### config.mk
export PLATFORM = sky130hd
export DESIGN_NAME = t1_alarm_detect
export DESIGN_NICKNAME = d
export VERILOG_FILES = /design/src/rtl/t1_alarm_pkg.sv /design/src/rtl/t1_zero_run.sv /design/src/rtl/t1_ais_window.sv /design/src/rtl/t1_los_track.sv /design/src/rtl/t1_alarm_detect.sv
export SDC_FILE = /design/constraint.sdc
export NUM_CORES = 1
export LEC_CHECK = 0
export BUFFER_PORTS_ARGS = -buffer_cell sky130_fd_sc_hd__buf_2
export CORE_MARGIN = 2
export CORE_UTILIZATION = 45
export CTS_CLUSTER_SIZE = 12
export DETAILED_ROUTE_END_ITERATION = 6
export HOLD_SLACK_MARGIN = 0.03
export PLACE_DENSITY = 0.63
export SYNTH_ARGS = -nofsm -noshare
export SYNTH_HDL_FRONTEND = slang
export SYNTH_SLANG_ARGS = --single-unit
### constraint.sdc
create_clock -name clk -period 2 [get_ports clk]
set_clock_uncertainty 0.1 [all_clocks]
set_input_delay 0.2 -clock clk [delete_from_list [all_inputs] [get_ports clk]]
set_output_delay 0.2 -clock clk [all_outputs]
set_load 0.01 [all_outputs]
### src/rtl/t1_alarm_pkg.sv
package t1_alarm_pkg;

    typedef struct packed {
        logic carrier_loss;
        logic ais;
        logic los;
    } t1_alarm_t;

    // A bit time with no pulse on either rail.
    function automatic logic line_space(input logic pos, input logic neg);
        return !(pos || neg);
    endfunction

endpackage

### src/rtl/t1_zero_run.sv
module t1_zero_run #(
    parameter int RUN_LEN = 32
) (
    input  logic clk,
    input  logic rst_n,
    input  logic space,
    output logic loss
);
    localparam int W = $clog2(RUN_LEN + 1);
    localparam logic [W-1:0] RUN_L = RUN_LEN[W-1:0];

    typedef struct packed {
        logic [W-1:0] cnt;
    } run_st_t;

    run_st_t st_d, st_q;

    always_comb begin
        st_d = st_q;
        if (!space) begin
            st_d.cnt = '0;
        end else if (st_q.cnt != RUN_L) begin
            st_d.cnt = st_q.cnt + 1'b1;
        end
    end

    always_ff @(posedge clk or negedge rst_n) begin
        if (!rst_n) st_q <= '0;
        else        st_q <= st_d;
    end

    assign loss = (st_q.cnt == RUN_L);
endmodule

### src/rtl/t1_ais_window.sv
module t1_ais_window #(
    parameter int MIN_SPACES = 3
) (
    input  logic clk,
    input  logic rst_n,
    input  logic space,
    input  logic frame_bit,
    output logic ais
);
    localparam int W = $clog2(MIN_SPACES + 1);
    localparam logic [W-1:0] SAT_L = MIN_SPACES[W-1:0];
    localparam logic [W:0]   MIN_L = MIN_SPACES[W:0];

    typedef struct packed {
        logic [W-1:0] cur;
        logic [W-1:0] prev;
        logic         started;
        logic         have_prev;
        logic         ais;
    } win_st_t;

    win_st_t st_d, st_q;
    logic [W:0] total;

    always_comb begin
        st_d  = st_q;
        total = {1'b0, st_q.cur} + {1'b0, st_q.prev};
        if (frame_bit) begin
            if (st_q.started && st_q.have_prev) begin
                st_d.ais = (total < MIN_L);
            end
            if (st_q.started) begin
                st_d.have_prev = 1'b1;
            end
            st_d.prev    = st_q.cur;
            st_d.started = 1'b1;
            st_d.cur     = '0;
        end else if (space && st_q.cur != SAT_L) begin
            st_d.cur = st_q.cur + 1'b1;
        end
    end

    always_ff @(posedge clk or negedge rst_n) begin
        if (!rst_n) st_q <= '0;
        else        st_q <= st_d;
    end

    assign ais = st_q.ais;
endmodule

### src/rtl/t1_los_track.sv
module t1_los_track (
    input  logic clk,
    input  logic rst_n,
    input  logic auto_en,
    input  logic oof_event,
    input  logic carrier_loss,
    input  logic busy,
    output logic los
);
    typedef struct packed {
        logic los;
    } los_st_t;

    los_st_t st_d, st_q;

    always_comb begin
        st_d     = st_q;
        st_d.los = auto_en && (oof_event || carrier_loss || (st_q.los && busy));
    end

    always_ff @(posedge clk or negedge rst_n) begin
        if (!rst_n) st_q <= '0;
        else        st_q <= st_d;
    end

    assign los = st_q.los;
endmodule

### src/rtl/t1_alarm_detect.sv
module t1_alarm_detect #(
    parameter int RUN_LEN    = 32,
    parameter int MIN_SPACES = 3
) (
    input  logic clk,
    input  logic rst_n,
    input  logic rx_pos,
    input  logic rx_neg,
    input  logic frame_bit,
    input  logic resync_auto_en,
    input  logic oof_event,
    input  logic resync_busy,
    output logic carrier_loss,
    output logic ais_alarm,
    output logic loss_of_sync
);
    import t1_alarm_pkg::*;

    logic      space;
    t1_alarm_t alm;

    assign space = line_space(rx_pos, rx_neg);

    t1_zero_run #(.RUN_LEN(RUN_LEN)) u_run (
        .clk   (clk),
        .rst_n (rst_n),
        .space (space),
        .loss  (alm.carrier_loss)
    );

    t1_ais_window #(.MIN_SPACES(MIN_SPACES)) u_ais (
        .clk       (clk),
        .rst_n     (rst_n),
        .space     (space),
        .frame_bit (frame_bit),
        .ais       (alm.ais)
    );

    t1_los_track u_los (
        .clk          (clk),
        .rst_n        (rst_n),
        .auto_en      (resync_auto_en),
        .oof_event    (oof_event),
        .carrier_loss (alm.carrier_loss),
        .busy         (resync_busy),
        .los          (alm.los)
    );

    assign carrier_loss = alm.carrier_loss;
    assign ais_alarm    = alm.ais;
    assign loss_of_sync = alm.los;
endmodule

* After elaboration in Yosys (flattened, before gate mapping)
Cells that the tools add are included.
** Word-level totals
- Bits in registers :: 14
- Input port bits :: 8
- Output and inout port bits :: 3
- Logic and storage cells :: 30
** Cells by class
- Add/subtract/negate cells :: 3
- $lt $le $gt $ge :: 1
- Eq/ne operators :: 3
- Muxes and demuxes :: 4
- Reduce and logical (&&, ||, !) cells :: 12
** Operators with widths (count)
- 6-bit 2-to-1 mux :: 2
- 6-bit by 1-bit adder with 6-bit output, second input constant :: 1
- 6-bit equality test, second input constant :: 1
- 6-bit inequality test, second input constant :: 1
- 1-bit logical AND :: 4
- 2-bit 2-to-1 mux :: 2
- 2-bit AND reduction :: 2
- 2-bit nonzero test :: 2
- 2-bit by 2-bit adder with 3-bit output :: 1
- 1-bit logical OR :: 3
- 3-bit by 2-bit less-than comparator with 1-bit output, second input constant :: 1
- 2-bit by 1-bit adder with 2-bit output, second input constant :: 1
- 2-bit inequality test, second input constant :: 1
- 1-bit zero test :: 1

* Depth between registers and ports, before layout
- Word-level depth :: 5
- Mapped depth :: 5
- Mapped depth without buffers :: 5

* Modules after synthesis
Synthesis repeated with hierarchy kept, for this count alone.
** Second synthesis, totals
- Cell total of the unflattened synthesis :: 59
- Area, all modules :: 701.9 um2
** Modules (own cells, without submodules)
- t1_zero_run :: instances 1, cells each 33, area an instance 339.1 um2, seq. area each 150.1 um2
- t1_ais_window :: instances 1, cells each 22, area an instance 320.3 um2, seq. area each 175.2 um2
- t1_los_track :: instances 1, cells each 3, area an instance 38.8 um2, seq. area each 25.0 um2
- t1_alarm_detect :: instances 1, cells each 1, area an instance 3.8 um2, seq. area each 0.0 um2

* Worst setup path after synthesis
Ideal clock, no wire load.
- Path kind :: flip-flop to flip-flop
- Start point :: register u_run.st_q[0] (netlist name)
- End point :: register u_run.st_q[0] (netlist name)
- Library setup time :: 0.125 ns
- Arrival :: 1.321 ns
- Data required time :: 1.775 ns
- Path slack :: 0.454 ns
- Cell stages (with the launch flop) :: 6
- Buffers on the path :: 0
- Clock period less this slack :: 1.546 ns
- Path through :: dfrtp_1 inv_1 ha_1 nand2_1 nor4_4 mux2_4
** On the way
- Cells in the longest elaborated chain, start to end :: 3
- Elaborated cells between the ends (all ways) :: 5
- Those cells by class :: add/sub (1); eq/ne (1); mux (2); reduce/logical (1)
** Ends and longest elaborated chain
- start: declaration :: line t1_zero_run.sv:16 : run_st_t st_d, st_q;
- start signal: assignment :: line t1_zero_run.sv:29 : else st_q <= st_d;
- 6-bit by 1-bit adder with 6-bit output :: line t1_zero_run.sv:23 : st_d.cnt = st_q.cnt + 1'b1;
- 6-bit 2-to-1 mux :: line t1_zero_run.sv:22 : end else if (st_q.cnt != RUN_L) begin
- 6-bit 2-to-1 mux :: line t1_zero_run.sv:20 : if (!space) begin
Several ways; a longest one is shown, not always the timed one. The select of a mux whose other input is x is not followed.
A chain may end at the register's enable or synchronous reset.

* Worst setup path after layout
- Start point :: register u_run.st_q[0] (netlist name)
- End point :: output port carrier_loss
** On the way
- Cells in the longest elaborated chain, start to end :: 1
** Ends and longest elaborated chain
- 6-bit equality test :: line t1_zero_run.sv:32 : assign loss = (st_q.cnt == RUN_L);
- end: declaration :: line t1_alarm_detect.sv:13 : output logic carrier_loss,
Every way passes these cells.

==> impl_metrics.ini <==
[critical_path]
cp-startpoint = u_run.st_q[0]$_DFFE_PN0P_
cp_num_buf_inv = 2
crit_arrival_ns = 1.49
rrSetupSlack_ns = 0.43
crit_path_start_kind = flop
cp.required_ns = 1.70
reg2reg_depth = 4
r2r_start = u_ais.st_q[5]$_DFFE_PN0P_
cp-end-kind = output port
cpPeakStageDelay_ns = 0.43
critPathMaxFanout = 5
cp_slowest_cell = dfrtp_1
r2r_end = u_ais.ais$_DFFE_PN0P_
crit_path_cell_trace = inv_1 > ha_1 > nand2_1 > nor4_4 > buf_2
cp_top_family = flip-flops
critPathKind = reg -> out

[die]
start_util_pct = 46.4
die_y_um = 43.0
rows = 14
core_um2 = 1470
die_area_um2 = 1850
die_w_um = 43.0
io_pins = 11

[sta]
holdWs_ns = 0.0743
tns_ns = 0
final.setup.worst_slack_ns = 0.206
maxSlewViolCount = 0
relSlewSlack_pct = 74.1
rsz0062_at_grt = no
fmaxAchievable_mhz = 557
finalCriticalPeriod_ns = 1.79
worst_pin_slew_ns = 0.385
finalCritPeriodShare_pct = 89.7
hold_viol = 0
setup-violations-final = 0

[global_routing]
grt_pass1_wl_mm = 1.81
grt_usage_pct = 13.7
grt_max_degree = 15
grt_pass1_vias = 459
grt.overflow.total = 0
antenna_found_initial = 0

[clock_network]
cts_resized = 0
clk_latency_ns = 0.27
cts_root_buf = clkbuf_4
tritoncts = built
htreeDepth = 1
clk_path_buf_depth = 2
cts.clk_slew.worst_paths_ns = 0.08
cts_buffers = 3
clock_sinks = 14

[route]
wl_met3_um = 22
m1WireLength_um = 487
wl_per_cell_um = 11.6
routed.top_layer = met4
viasPerCell = 4.91
antenna_left = 0
drc = 0
vias = 437
wirelength_mm = 1.03
wl_met2_um = 500
drt_iter0_markers = 1
drt_pre_antenna_iters = 2

[place]
dpl_cell_area_um2 = 749
routabilityCongestion = 0.738
dpl_worst_slack_ns = 0.421
port_buffers = 10
hpwl_um = 772

[job]
maxCapViolations = 0

[power]
powerDensity_nw_per_um2 = 686
power_leakage_nw = 0.379
peakVddDrop_mv = 0.437

[finish]
fill_cells = 136
mostFrequentLayoutCell = dfrtp_1
layout_common_cells = 14 x dfrtp_1, 10 x buf_2, 7 x nor2_1
fin_nets = 87
diodes = 0
fin_area_um2 = 806
layout-drive-gt1-share_pct = 28.8
syn_to_final_growth_pct = 17.9

[hold_path]
hold_class = in -> reg
min-delay-start = frame_bit
min_to = u_ais.st_q[5]$_DFFE_PN0P_
holdPathStages = 2

[yosys]
synthCells = 58
async_flop_share_pct = 100
syn_area_per_cell_um2 = 11.8
synth_area_um2 = 683
synth.distinct_cells = 23
yosysSeqAreaShare_pct = 51.3
synth_warnings = 0
postSynthRegisterBits = 14
syn-num-nets = 71
synth_flop_cell = dfrtp_1
synth_edf_count = 0

[run_status]
run_status = completed
[cell usage after synthesis, types with 2 or more instances]
library cell / instances / share of area, %
a21o_1: 3 / 3.3
dfrtp_1: 14 / 51
ha_1: 4 / 7.3
inv_1: 2 / 1.1
mux2_2: 2 / 3.3
mux2i_1: 2 / 2.9
nand2_1: 4 / 2.2
nand3_1: 2 / 1.5
nor2_1: 7 / 3.8
nor3_1: 2 / 1.5
or2_2: 2 / 1.8
xnor2_1: 2 / 2.6
xor2_1: 2 / 2.6
[worst reg2reg max path, cell delays in order, from the launching register on]
cell and delay (ns):
dfrtp_1 0.42, ha_1 0.21, fa_1 0.44, a211oi_1 0.25, a21o_1 0.11
[cell families (layout without fill, tap and decap cells)]
kind of cell	count (synthesis)	in the layout	share of synthesized area, %
compound gates	7	7	6.96
xor+xnor	4	4	5.13
fa+ha+maj	5	5	10.3
buf+inv	3	18	1.65
flops	14	14	51.3
mux	5	5	8.42
simple gates	20	20	16.3
[stage by stage]
stage / std cells / utilization (%) / power, mW
floorplan: 58 / - / 0.336
global placement: 83 / 50.9 / 0.359
detailed placement: 83 / 50.9 / 0.360
CTS: 89 / 54.8 / 0.564
global route: 89 / 54.8 / 0.583
finish: 89 / 54.8 / 0.553
[what timing repair did]
item | in CTS | in global routing
setup buffers | 0 | 0
endpoints found under the setup margin | 0 | 0
hold buffers | 2 | 0
hold endpoints to repair | 15 | 0
[layout make-up]
| type | count | area, um2 | share of cell area (%) |
|---|---|---|---|
| clock buffer | 4 | 36.3 | 4.50 |
| sequential | 14 | 350 | 43.5 |
| timing repair buffer | 12 | 70.1 | 8.70 |
| inverter | 2 | 7.51 | 0.932 |
| tap | 16 | 20.0 | 2.48 |
| multi-input combinational | 41 | 322 | 39.9 |
[how the worst max path moves through the flow]
| stage | slack, ns | endpoint | cells past startpoint |
|---|---|---|---|
| finish | 0.21 | carrier_loss | 5 |
| global route | 0.08 | carrier_loss | 5 |
| CTS | 0.18 | carrier_loss | 5 |
| detailed placement | 0.42 | u_ais.ais$_DFFE_PN0P_ | 4 |
| global placement | 0.44 | u_ais.ais$_DFFE_PN0P_ | 4 |
| floorplan | 0.45 | u_run.st_q[0]$_DFFE_PN0P_ | 5 |
[state kept, by name, indices dropped and copies added (netlist names)]
register and cells:
u_run.st_q 6, u_ais.ais 1, u_los.los 1, u_ais.st_q 6
[per-layer routing]
layer,vias to the layer above,GRT usage (%)
met5,-,0
met3,2,2.55
met1,206,14.5
met4,0,9.09
met2,4,24.2
li1,225,-
[power breakdown]
group	internal, mW	switching [mW]	leakage, nW	total [mW]
registers	0.294	0.00922	0.178	0.303
logic	0.0270	0.0261	0.180	0.0531
clock network	0.111	0.0865	0.0210	0.197
total	0.431	0.122	0.379	0.553
Note: power is estimated with default switching activity, not from simulation.
